### config.mk
export PLATFORM = sky130hd
export DESIGN_NAME = pll_lock_supervisor
export DESIGN_NICKNAME = d
export VERILOG_FILES = /design/src/rtl/pll_sup_pkg.sv /design/src/rtl/pll_lock_sync.sv /design/src/rtl/pll_src_ctrl.sv /design/src/rtl/pll_lol_ctrl.sv /design/src/rtl/pll_lock_irq.sv /design/src/rtl/pll_lock_supervisor.sv
export SDC_FILE = /design/constraint.sdc
export NUM_CORES = 1
export LEC_CHECK = 0
export ABC_AREA = 1
export CORE_AREA = 2 2 39 41
export CTS_CLUSTER_SIZE = 20
export DETAILED_ROUTE_END_ITERATION = 7
export DIE_AREA = 0 0 41 43
export PLACE_DENSITY = 0.62
export SLEW_MARGIN = 10
export SYNTH_ARGS = -nofsm -noshare
export SYNTH_HDL_FRONTEND = slang
export SYNTH_SLANG_ARGS = --single-unit
### constraint.sdc
create_clock -name clk_i -period 1.4 [get_ports clk_i]
set_input_delay 0.28 -clock clk_i [delete_from_list [all_inputs] [get_ports clk_i]]
set_output_delay 0.28 -clock clk_i [all_outputs]
set_load 0.01 [all_outputs]
### src/rtl/pll_sup_pkg.sv
package pll_sup_pkg;

   // Edge events of the synchronized lock level
   typedef struct packed {
      logic rise;
      logic fall;
   } lock_evt_t;

   typedef enum logic {
      SRC_PLL    = 1'b0,
      SRC_BACKUP = 1'b1
   } clk_src_e;

endpackage

### src/rtl/pll_lock_sync.sv
module pll_lock_sync
   import pll_sup_pkg::*;
#(
   parameter int SYNC_STAGES = 2
) (
   input  logic      clk_i,
   input  logic      rst_ni,
   input  logic      lock_raw_i,
   output logic      lock_o,
   output lock_evt_t evt_o
);

   localparam int LAST = SYNC_STAGES - 1;

   if (SYNC_STAGES < 2) begin : g_bad_stages
      $error("pll_lock_sync: SYNC_STAGES must be at least 2");
   end

   logic [LAST:0] chain_q;
   logic          prev_q;

   always_ff @(posedge clk_i or negedge rst_ni) begin
      if (!rst_ni) begin
         chain_q <= '0;
         prev_q  <= 1'b0;
      end else begin
         chain_q <= {chain_q[LAST-1:0], lock_raw_i};
         prev_q  <= chain_q[LAST];
      end
   end

   assign lock_o     = chain_q[LAST];
   assign evt_o.rise = chain_q[LAST] & ~prev_q;
   assign evt_o.fall = ~chain_q[LAST] & prev_q;

endmodule

### src/rtl/pll_src_ctrl.sv
module pll_src_ctrl
   import pll_sup_pkg::*;
(
   input  logic     clk_i,
   input  logic     rst_ni,
   input  logic     hard_rst_i,
   input  logic     lock_i,
   input  logic     wr_i,
   input  logic     wdata_i,
   input  logic     limp_en_i,
   output logic     bkup_o,
   output clk_src_e src_o
);

   logic     bkup_q;
   logic     bkup_d;
   clk_src_e src_q;

   // Hard reset gives hardware ownership of the request bit
   always_comb begin
      bkup_d = bkup_q;
      if (hard_rst_i) begin
         bkup_d = ~lock_i;
      end else if (wr_i) begin
         bkup_d = wdata_i;
      end
   end

   always_ff @(posedge clk_i or negedge rst_ni) begin
      if (!rst_ni) begin
         bkup_q <= 1'b0;
         src_q  <= SRC_PLL;
      end else begin
         bkup_q <= bkup_d;
         src_q  <= (bkup_q && limp_en_i) ? SRC_BACKUP : SRC_PLL;
      end
   end

   assign bkup_o = bkup_q;
   assign src_o  = src_q;

endmodule

### src/rtl/pll_lol_ctrl.sv
module pll_lol_ctrl
   import pll_sup_pkg::*;
(
   input  logic      clk_i,
   input  logic      rst_ni,
   input  logic      hard_rst_i,
   input  logic      lol_en_i,
   input  logic      lock_i,
   input  lock_evt_t evt_i,
   output logic      rst_req_o,
   output logic      out_en_o
);

   logic req_d;
   logic req_q;
   logic gate_q;

   assign req_d = evt_i.fall & lol_en_i & ~hard_rst_i;

   always_ff @(posedge clk_i or negedge rst_ni) begin
      if (!rst_ni) begin
         req_q  <= 1'b0;
         gate_q <= 1'b0;
      end else begin
         req_q <= req_d;
         if (lock_i) begin
            gate_q <= 1'b0;
         end else if (req_d) begin
            gate_q <= 1'b1;
         end
      end
   end

   assign rst_req_o = req_q;
   assign out_en_o  = ~gate_q;

endmodule

### src/rtl/pll_lock_irq.sv
module pll_lock_irq
   import pll_sup_pkg::*;
#(
   parameter bit IRQ_ON_RISE = 1'b1,
   parameter bit IRQ_ON_FALL = 1'b1
) (
   input  logic      clk_i,
   input  logic      rst_ni,
   input  lock_evt_t evt_i,
   input  logic      clr_i,
   input  logic      mask_i,
   output logic      flag_o,
   output logic      irq_o
);

   if (!IRQ_ON_RISE && !IRQ_ON_FALL) begin : g_bad_edges
      $error("pll_lock_irq: at least one edge must raise the flag");
   end

   logic hit;

   if (IRQ_ON_RISE && IRQ_ON_FALL) begin : g_both
      assign hit = evt_i.rise | evt_i.fall;
   end else if (IRQ_ON_RISE) begin : g_rise
      assign hit = evt_i.rise;
   end else begin : g_fall
      assign hit = evt_i.fall;
   end

   logic flag_q;

   // A new event outranks a clear in the same cycle
   always_ff @(posedge clk_i or negedge rst_ni) begin
      if (!rst_ni) begin
         flag_q <= 1'b0;
      end else if (hit) begin
         flag_q <= 1'b1;
      end else if (clr_i) begin
         flag_q <= 1'b0;
      end
   end

   assign flag_o = flag_q;
   assign irq_o  = flag_q & mask_i;

endmodule

### src/rtl/pll_lock_supervisor.sv
module pll_lock_supervisor
   import pll_sup_pkg::*;
#(
   parameter int SYNC_STAGES = 2,
   parameter bit IRQ_ON_RISE = 1'b1,
   parameter bit IRQ_ON_FALL = 1'b1
) (
   input  logic clk_i,
   input  logic rst_ni,
   input  logic lock_raw_i,
   input  logic hard_rst_i,
   input  logic bkup_wr_i,
   input  logic bkup_wdata_i,
   input  logic limp_en_i,
   input  logic lol_rst_en_i,
   input  logic irq_mask_i,
   input  logic irq_clr_i,
   output logic src_sel_o,
   output logic pll_out_en_o,
   output logic rst_req_o,
   output logic irq_o,
   output logic bkup_req_o,
   output logic irq_flag_o
);

   logic      lock_sync;
   lock_evt_t lock_evt;
   clk_src_e  src;

   pll_lock_sync #(
      .SYNC_STAGES (SYNC_STAGES)
   ) u_sync (
      .clk_i      (clk_i),
      .rst_ni     (rst_ni),
      .lock_raw_i (lock_raw_i),
      .lock_o     (lock_sync),
      .evt_o      (lock_evt)
   );

   pll_src_ctrl u_src (
      .clk_i      (clk_i),
      .rst_ni     (rst_ni),
      .hard_rst_i (hard_rst_i),
      .lock_i     (lock_sync),
      .wr_i       (bkup_wr_i),
      .wdata_i    (bkup_wdata_i),
      .limp_en_i  (limp_en_i),
      .bkup_o     (bkup_req_o),
      .src_o      (src)
   );

   pll_lol_ctrl u_lol (
      .clk_i      (clk_i),
      .rst_ni     (rst_ni),
      .hard_rst_i (hard_rst_i),
      .lol_en_i   (lol_rst_en_i),
      .lock_i     (lock_sync),
      .evt_i      (lock_evt),
      .rst_req_o  (rst_req_o),
      .out_en_o   (pll_out_en_o)
   );

   pll_lock_irq #(
      .IRQ_ON_RISE (IRQ_ON_RISE),
      .IRQ_ON_FALL (IRQ_ON_FALL)
   ) u_irq (
      .clk_i  (clk_i),
      .rst_ni (rst_ni),
      .evt_i  (lock_evt),
      .clr_i  (irq_clr_i),
      .mask_i (irq_mask_i),
      .flag_o (irq_flag_o),
      .irq_o  (irq_o)
   );

   assign src_sel_o = (src == SRC_BACKUP);

endmodule

Yosys cells after proc, flatten, opt, wreduce, memory -nomap -nowiden --
Index checks and enable logic that the tools add are counted.
Word-level totals: register bits 8, input port bits 10, word-level logic and storage cells 28
Operators by class: multiplexer cells 7, bitwise gates (word level) 10, reduce and logical (&&, ||, !) cells 4
Operators with widths (count):
- $mux W1 | 7
- $reduce_bool A2 Y1 | 3
- $and A1 B1 Y1 | 5
- $not A1 Y1 | 4
- $logic_and A1 B1 Y1 | 1
- $or A1 B1 Y1 | 1

Longest topological paths before layout --
Gate-level depths: netlist of the first run.
depth in word-level cells 6, depth in mapped cells 4, mapped depth without buffers 4

Modules after synthesis --
From an unflattened synthesis of the first run, not the netlist that was laid out.
Second synthesis, totals: cells, all modules 34, area, all modules 312.8 um2
By module, submodules not included:
- pll_src_ctrl | times used 1, cells each 13, area each 95.1 um2, sequential area each 50.0 um2
- pll_lock_sync | times used 1, cells each 7, area each 90.1 um2, sequential area each 75.1 um2
- pll_lol_ctrl | times used 1, cells each 7, area each 80.1 um2, sequential area each 50.0 um2
- pll_lock_irq | times used 1, cells each 7, area each 47.5 um2, sequential area each 25.0 um2

Worst setup path after synthesis of the first run --
OpenSTA, ideal clock, no wires.
path type register -> register, start reg u_sync.chain_q[1], end reg u_lol.gate_q, setup time 0.073 ns, arrival time 0.775 ns, path slack 0.552 ns, cell stages (with the launch flop) 5, buffers on the path 0, period minus slack after synthesis 0.848 ns, cell sequence dfrtp_1 -> inv_1 -> ha_1 -> nand3_2 -> a21oi_2
Between the ends: word-level cells in the longest chain between the ends 5, elaborated cells between the ends (all ways) 6, classes of those cells mux (1); bitwise (4); reduce/logical (1)
Ends and longest elaborated chain:
- start: declaration | line pll_lock_sync.sv:19 | logic [LAST:0] chain_q;
- start signal: assignment | line pll_lock_sync.sv:27 | chain_q <= {chain_q[LAST-1:0], lock_raw_i};
- $not A1 Y1 | line pll_lock_sync.sv:34 | assign evt_o.fall = ~chain_q[LAST] & prev_q;
- $and A1 B1 Y1 | line pll_lock_sync.sv:34
- $and A1 B1 Y1 (2 in a row) | line pll_lol_ctrl.sv:18 | assign req_d = evt_i.fall & lol_en_i & ~hard_rst_i;
- $reduce_bool A2 Y1 (no line)
- end signal: assignment | line pll_lol_ctrl.sv:23 | gate_q <= 1'b0;
- end signal: assignment | line pll_lol_ctrl.sv:27 | gate_q <= 1'b0;
- end signal: assignment | line pll_lol_ctrl.sv:29 | gate_q <= 1'b1;
- end: declaration | line pll_lol_ctrl.sv:16 | logic gate_q;
Several ways; a longest one is shown, not always the timed one. A chain may end at the register's enable or synchronous reset.

Final worst setup path of the first run --
start in irq_mask_i, end out irq_o
Between the ends: word-level cells in the longest chain between the ends 1
Ends and longest elaborated chain:
- start: declaration | line pll_lock_supervisor.sv:16 | input logic irq_mask_i,
- $and A1 B1 Y1 | line pll_lock_irq.sv:44 | assign irq_o = flag_q & mask_i;
- end: declaration | line pll_lock_supervisor.sv:21 | output logic irq_o,
Every way passes these cells.

==> flow_summary.yaml, run 1 <==
place:
  hpwl_um: 393
  placed_cells: 60
  place_congestion: 0.591
  io_buffers: 15
  place_area_sq_um: 472
  place_ws_ns: -0.227
die:
  die_y_um: 43
  rows: 14
  num_io_pins: 16
  core-area_sq_mm: 0.00138
  initial_utilization_pct: 21.8
  dieWidth_um: 41
  die_area_sq_mm: 0.00176
grt:
  grt_overflow: 0
  grt_usage_pct: 7.40
  antenna_found_initial: 0
  grt_max_degree: 9
  grt_pass1_vias: 212
  grt_pass1_wl_um: 800
logic_synthesis:
  syn_nets: 40
  yosys-top-cells-area: "dfrtp_1 (66%), inv_1 (11%), nand2_1 (7.5%), ha_1 (4.1%), nand3_2 (3.3%)"
  ys_warn_count: 0
  synthDistinctLibCells: 9
  synth-edff-count: 0
  syn_inst: 29
  synth.ff_latch_count: 8
  synth_most_common_cell: "inv_1"
  synth-main-ff-cell: "dfrtp_1"
  synthArstFlopShare_pct: 100
  synth_top_area_cell: "dfrtp_1"
  synth_common_cells: "inv_1 (9), dfrtp_1 (8), nand2_1 (6)"
  avgSynthCellArea_sq_um: 10.4
  yosysTopAreaCellShare_pct: 66.4
  syn_area_sq_um: 302
  synth_seq_area_share_pct: 66.4
sta:
  holdWs_ns: 0.315
  setup_viol: 0
  finalHoldViolCount: 0
  final.period_utilization_pct: 96.9
  finalCriticalPeriod_ns: 1.36
  drv_slew: 0
  fmax_ghz: 0.737
  max-slew-margin-rel_pct: 74.9
  layout_setup_ws_ns: 0.0431
  skew_ns: 0.00582
  fin_tns_setup_ns: 0
  rsz0062_at_grt: "no"
  tightest_slew_ns: 0.376
clock_network:
  cts_tree: "built"
  postCtsHoldBufs: 0
  root_buffer: "clkbuf_4"
  cts_max_level: 1
  clkLatencyLatePin_ns: 0.25
  cts_sinks: 8
  cts_max_path_buffers: 2
  clkTransAtPathRegs_ns: 0.05
  numCtsBuffers: 3
worst_setup_path:
  cp.required_ns: 1.12
  crit_arrival_ns: 1.08
  crit_path_end_kind: "output port"
  start_kind: "input pin"
  crit_fanout: 1
  worstSetupPathType: "in2out"
detailed_routing:
  drc: 0
  routed_wl_um: 519
  dr.pass1.iters: 1
  via_per_inst: 3.71
  drt_iter0_markers: 0
  wl_per_cell_um: 8.24
  antenna_left: 0
  vias: 234
final_layout:
  diodes: 0
  finalNetCount: 60
  area_delta_synth_final_pct: 63.9
  nFillCells: 147
  utilization_pct: 35.7
  stdcell_area_sq_um: 494
  drive_gt1_share_pct: 12.8
  final_cells: 63
power:
  p_total_uw: 492
  p_leak_nw: 0.292
  irDropWorstVdd_uv: 472
  p_per_area_mw_per_mm2: 995
status:
  status: "completed"
flow_run:
  drv_cap: 0
worst_hold_path:
  hp-class: "in2async"
flip-flops by register name (all words and copies together), names as in the netlist:
register,cells
u_sync.chain_q,2
u_irq.flag_o,1
u_lol.gate_q,1
u_lol.rst_req_o,1
u_src.bkup_o,1
u_src.src_o,1
u_sync.prev_q,1
routing by layer:
layer  GRT usage, %  vias to the layer above  wire [um]  part of all wire (%)
li1               -                      119          -                     -
met1           6.98                       98        185                    36
met2           10.6                       17        239                    46
met3           7.85                        0         93                    18
met4           2.00                        0          0                     0
met5              0                        -          0                     0
logic make-up (layout without fill, tap and decap cells):
group	Yosys count	in the layout	synth area share, %
AO/OA/AOI/OAI	2	2	4.56
adder cells (fa/ha/maj)	1	1	4.15
buffers and inverters	10	28	12.4
flip-flops	8	8	66.4
AND/OR/NAND/NOR	8	8	12.4
cells in the final DEF, fill, tap and decap left out:
master / instances
nand3_2: 1
clkbuf_4: 3
o21ai_0: 1
a21oi_2: 1
dlygate4sd2_1: 4
dlymetal6s2s_1: 2
nand2_1: 6
inv_2: 1
inv_1: 9
dfrtp_1: 8
clkdlybuf4s50_1: 9
ha_1: 1
nand3_1: 1
worst paths after layout:
path	from	endpoint	slack [ns]	cells after the start
worst max-delay path	irq_mask_i	irq_o	0.04	4
worst max register to register	u_sync.chain_q[1]	u_irq.flag_o	0.50	3
max in group asynchronous	rst_ni	u_sync.chain_q[1]	0.81	1
worst min register to register	u_sync.chain_q[0]	u_sync.chain_q[1]	0.34	0
worst min-delay path	rst_ni	u_src.bkup_o	0.32	1
min in group clk_i	u_sync.chain_q[0]	u_sync.chain_q[1]	0.34	0
final cells by class:
type / instances / area, sq um / area share [%]
flip-flops and latches: 8 / 200 / 40.5
clock buffers: 3 / 22.5 / 4.56
well taps: 16 / 20.0 / 4.05
inverters: 10 / 37.5 / 7.59
repair buffers: 15 / 150 / 30.4
multi-input cells: 11 / 63.8 / 12.9
what timing repair did:
item	in CTS	in global routing
setup endpoints to repair	4	2
buffers inserted	0	0
gates resized for setup	4	2
hold endpoints to repair	0	0
pin swaps	0	0
critical path, stage by stage:
cell and delay (ns):
clkdlybuf4s50_1 0.45, nand2_1 0.05, inv_1 0.04, dlygate4sd2_1 0.25
where the power goes:
group / switching (mW) / internal (mW) / leakage [nW]
combinational: 0.0300 / 0.0429 / 0.180
clock: 0.0684 / 0.0974 / 0.0138
sequential: 0.00723 / 0.246 / 0.0980
(Power assumes the default switching activity.)
==> run 2: changes to the inputs <==
--- a/config.mk
+++ b/config.mk
@@ -5,7 +5,6 @@
 export SDC_FILE = /design/constraint.sdc
 export NUM_CORES = 1
 export LEC_CHECK = 0
-export ABC_AREA = 1
 export CORE_AREA = 2 2 39 41
 export CTS_CLUSTER_SIZE = 20
 export DETAILED_ROUTE_END_ITERATION = 7
==> flow_summary.yaml, run 2 <==
status:
  status: "completed"
die:
  die_y_um: 43
  initial_utilization_pct: 21.2
  die_area_sq_mm: 0.00176
  core-area_sq_mm: 0.00138
  dieWidth_um: 41
  num_io_pins: 16
  rows: 14
clock_network:
  cts_tree: "built"
  cts_sinks: 8
  numCtsBuffers: 3
  root_buffer: "clkbuf_4"
  cts_max_path_buffers: 2
  clkLatencyLatePin_ns: 0.24
  cts_max_level: 1
  postCtsHoldBufs: 0
  clkTransAtPathRegs_ns: 0.05
logic_synthesis:
  synth_top_area_cell: "dfrtp_1"
  synth_seq_area_share_pct: 68.1
  synth-main-ff-cell: "dfrtp_1"
  synth-edff-count: 0
  synthDistinctLibCells: 8
  syn_area_sq_um: 294
  avgSynthCellArea_sq_um: 14.7
  synth_common_cells: "dfrtp_1 (8), inv_1 (4), and2_1 (2), mux2i_1 (2)"
  synth.ff_latch_count: 8
  syn_inst: 20
  syn_nets: 31
  yosysTopAreaCellShare_pct: 68.1
  synthArstFlopShare_pct: 100
  yosys-top-cells-area: "dfrtp_1 (68%), mux2i_1 (6.8%), nand3b_4 (6.8%), inv_1 (5.1%), and2_1 (4.3%)"
  synth_most_common_cell: "dfrtp_1"
  ys_warn_count: 0
detailed_routing:
  routed_wl_um: 528
  antenna_left: 0
  via_per_inst: 4.00
  dr.pass1.iters: 4
  vias: 216
  drc: 0
  wl_per_cell_um: 9.78
  drt_iter0_markers: 2
grt:
  grt_max_degree: 9
  grt_pass1_wl_um: 869
  grt_overflow: 0
  antenna_found_initial: 0
  grt_pass1_vias: 223
  grt_usage_pct: 7.71
final_layout:
  layout_common_cells: "clkdlybuf4s50_1 (9), dfrtp_1 (8), inv_1 (4), clkbuf_4 (3), dlygate4sd2_1 (3)"
  finalNetCount: 51
  largest_register_ffs: 2
  area_delta_synth_final_pct: 64.3
  final_common_cell: "clkdlybuf4s50_1"
  utilization_pct: 34.9
  drive_gt1_share_pct: 15.8
  regMostFlops: "u_sync.chain_q"
  diodes: 0
sta:
  setup_viol: 0
  finalCriticalPeriod_ns: 1.25
  finalHoldViolCount: 0
  max-slew-margin-rel_pct: 76.2
  fmax_ghz: 0.801
  skew_ns: 0.00121
  rsz0062_at_grt: "no"
  final.period_utilization_pct: 89.2
  tightest_slew_ns: 0.357
  drv_slew: 0
  layout_setup_ws_ns: 0.151
place:
  io_buffers: 15
  hpwl_um: 425
  place_congestion: 0.597
  place_ws_ns: -0.256
power:
  p_leak_nw: 0.270
  p_per_area_mw_per_mm2: 1020
  irDropWorstVdd_uv: 334
worst_setup_path:
  crit_path_end_kind: "output port"
  cp.required_ns: 1.12
  start_kind: "input pin"
  crit_arrival_ns: 0.97
  worstSetupPathType: "in2out"
  crit_fanout: 1
worst_hold_path:
  hp-class: "in2async"
flow_run:
  drv_cap: 0
## run 2: cell types whose count changed after synthesis, sizes merged
cell and change:
mux2i +2, nand2 -6, nand3b +1, nand3 -2
and2 +2, inv -6
## run 2: worst paths after layout
kind / start / slack (ns) / end / depth (start not counted)
min in group clk_i: u_sync.chain_q[0] / 0.35 / u_sync.chain_q[1] / 0
max reg2reg: u_sync.chain_q[1] / 0.44 / u_lol.gate_q / 4
min: rst_ni / 0.31 / u_sync.chain_q[1] / 1
max in group asynchronous: rst_ni / 0.83 / u_irq.flag_o / 1
max: irq_mask_i / 0.15 / irq_o / 3
min reg2reg: u_sync.chain_q[0] / 0.35 / u_sync.chain_q[1] / 0
## run 2: kinds of logic after synthesis
kind of cell    share of synthesized area, %
flops                                   68.1
buf+inv                                 5.10
simple gates                            11.1
compound gates                          4.68
mux                                     6.81
fa+ha+maj                               4.25
## run 2: layout make-up
cell class              count  area (sq um)
multi-input cells           8          78.8
well taps                  16          20.0
clock buffers               3          22.5
repair buffers             15           146
flip-flops and latches      8           200
fillers                   152           901
inverters                   4          15.0
## run 2: metrics by stage
step	cell area, sq um	hold WS [ns]	std cells	TNS [ns]	total power, mW
floorplan	294	-0.0156	20	0	0.280
global placement	464	0.332	51	-0.241	0.339
detailed placement	464	0.343	51	-0.256	0.340
CTS	482	0.320	54	0	0.505
global route	483	0.342	54	0	0.522
finish	483	0.312	54	0	0.493
## run 2: worst max-delay path, cell delays in order
cell             delay (ns)
clkdlybuf4s50_1        0.45
and2_1                 0.11
clkbuf_2               0.12
## run 2: repair_timing
item,CTS,global route
setup buffers,0,0
resized for setup,4,4
gates cloned,0,0
setup endpoints to repair,4,3
## run 2: metal layers
metal	wire (um)	global-route usage [%]
met2	213	10.0
met4	0	6.00
met3	95	4.71
met1	220	8.64
met5	0	0
## run 2: power by group
group          internal (mW)  switching (mW)  leakage (nW)
logic                 0.0453          0.0268         0.159
clock network         0.0975          0.0696        0.0138
registers              0.246         0.00817        0.0977
==> run 3: changes to the inputs <==
==> constraint.sdc (replaced) <==
create_clock -name clk_i -period 1.3 [get_ports clk_i]
set_input_delay 0.26 -clock clk_i [delete_from_list [all_inputs] [get_ports clk_i]]
set_output_delay 0.26 -clock clk_i [all_outputs]
set_load 0.01 [all_outputs]
==> flow_summary.yaml, run 3 (synthesis results as in run 2) <==
status:
  status: "completed"
final_layout:
  largest_register_ffs: 2
  diodes: 0
  drive_gt1_share_pct: 15.8
  final_common_cell: "clkdlybuf4s50_1"
  finalNetCount: 51
  area_delta_synth_final_pct: 61.7
  regMostFlops: "u_sync.chain_q"
  nFillCells: 152
  utilization_pct: 34.4
  layout_common_cells: "clkdlybuf4s50_1 (9), dfrtp_1 (8), dlygate4sd2_1 (5), inv_1 (4), clkbuf_4 (3)"
worst_hold_path:
  hp-class: "in2async"
sta:
  tightest_slew_ns: 0.358
  rsz0062_at_grt: "no"
  setup_viol: 0
  finalCriticalPeriod_ns: 1.20
  fmax_ghz: 0.832
  finalHoldViolCount: 0
  final.period_utilization_pct: 92.5
  skew_ns: 0.00162
  drv_slew: 0
  max-slew-margin-rel_pct: 76.0
power:
  p_leak_nw: 0.246
  p_total_uw: 530
  p_comb_share_pct: 14.4
  p_sw_uw: 112
  seqPwrFrac_pct: 51.7
  internal_power_uw: 417
  swShare_pct: 21.2
  irDropWorstVdd_uv: 359
  p_clk_share_pct: 33.9
  p_per_area_mw_per_mm2: 1110
clock_network:
  postCtsHoldBufs: 0
  numCtsBuffers: 3
  post_cts_buffers: 0
  cts_resized: 9
  clkTransAtPathRegs_ns: 0.05
  cts_max_path_buffers: 2
  cts_sinks: 8
  cts_max_level: 1
  root_buffer: "clkbuf_4"
  clkLatencyLatePin_ns: 0.24
  cts_tree: "built"
detailed_routing:
  routed_wl_um: 528
  drt_iter0_markers: 2
  vias: 216
  via_per_inst: 4.00
  antenna_left: 0
  dr.pass1.iters: 4
  wl_per_cell_um: 9.78
  drc: 0
place:
  place_congestion: 0.597
  io_buffers: 15
  hpwl_um: 425
worst_setup_path:
  crit_fanout: 2
  slowest_stage: "dfrtp_1"
  cp-startpoint: "u_lol.gate_q"
  crit_arrival_ns: 0.94
  worstSetupPathType: "reg2out"
  rr_startpoint: "u_sync.chain_q[1]"
  crit_path_end_kind: "output port"
  path_cells: "inv_1, dlygate4sd2_1"
  cp.required_ns: 1.04
  start_kind: "flop"
  slowest_delay_ns: 0.35
flow_run:
  drv_cap: 0
grt:
  grt_pass1_vias: 223
  antenna_found_initial: 0
  grt_usage_pct: 7.71
  grt_overflow: 0
  grt_pass1_wl_um: 869
  grt_max_degree: 9
die:
  die_y_um: 43
  initial_utilization_pct: 21.2
  rows: 14
  die_area_sq_mm: 0.00176
  core-area_sq_mm: 0.00138
  num_io_pins: 16
  dieWidth_um: 41
-- run 3: cell count changes in the layout (fill, tap and decap cells not counted), sizes merged --
cell	delta
clkbuf	-1
dlygate4sd2	+2
buf	+1
dlymetal6s2s	-2
-- run 3: final timing paths --
check / end / slack, ns / cells past startpoint
max: pll_out_en_o / 0.1 / 2
min: u_sync.chain_q[1] / 0.29 / 1
max reg2reg: u_lol.gate_q / 0.34 / 4
min reg2reg: u_sync.chain_q[1] / 0.35 / 0
max in group asynchronous: u_irq.flag_o / 0.75 / 1
min in group clk_i: u_sync.chain_q[1] / 0.35 / 0
-- run 3: layout make-up --
class                      count  area (sq um)  share of cell area (%)
multi-input combinational      8          78.8                    16.6
tap                           16          20.0                    4.21
timing repair buffer          15           139                    29.2
sequential                     8           200                    42.1
inverter                       4          15.0                    3.16
clock buffer                   3          22.5                    4.74
-- run 3: power groups by stage --
stage               Clock (mW)  Sequential [mW]  Combinational (mW)
floorplan                    0            0.281              0.0205
global placement             0            0.277              0.0880
detailed placement           0            0.278              0.0882
CTS                      0.188            0.274              0.0781
global route             0.201            0.275              0.0843
finish                   0.180            0.274              0.0762
-- run 3: metrics by stage --
| stage | setup slack [ns] | setup TNS, ns | cell area, sq um | std cells | hold slack [ns] |
|---|---|---|---|---|---|
| after global placement | -0.301 | -0.301 | 464 | 51 | 0.332 |
| after global routing | 0.0530 | 0 | 475 | 54 | 0.322 |
| after floorplan | 0.411 | 0 | 294 | 20 | -0.0356 |
| final | 0.0978 | 0 | 475 | 54 | 0.293 |
| after detailed placement | -0.316 | -0.316 | 464 | 51 | 0.343 |
| after CTS | 0.0818 | 0 | 475 | 54 | 0.300 |
-- run 3: critical path, delay by kind of cell, from the launching register on --
kind | cells | cell delay [ns]
DFF | 1 | 0.35
buffers and inverters | 2 | 0.35
-- run 3: layer usage --
layer | GRT usage, % | vias up | wire length (um)
li1 | - | 101 | -
met1 | 8.64 | 97 | 219
met2 | 10.0 | 18 | 212
met3 | 4.71 | 0 | 96
met4 | 6.00 | 0 | 0
met5 | 0 | - | 0
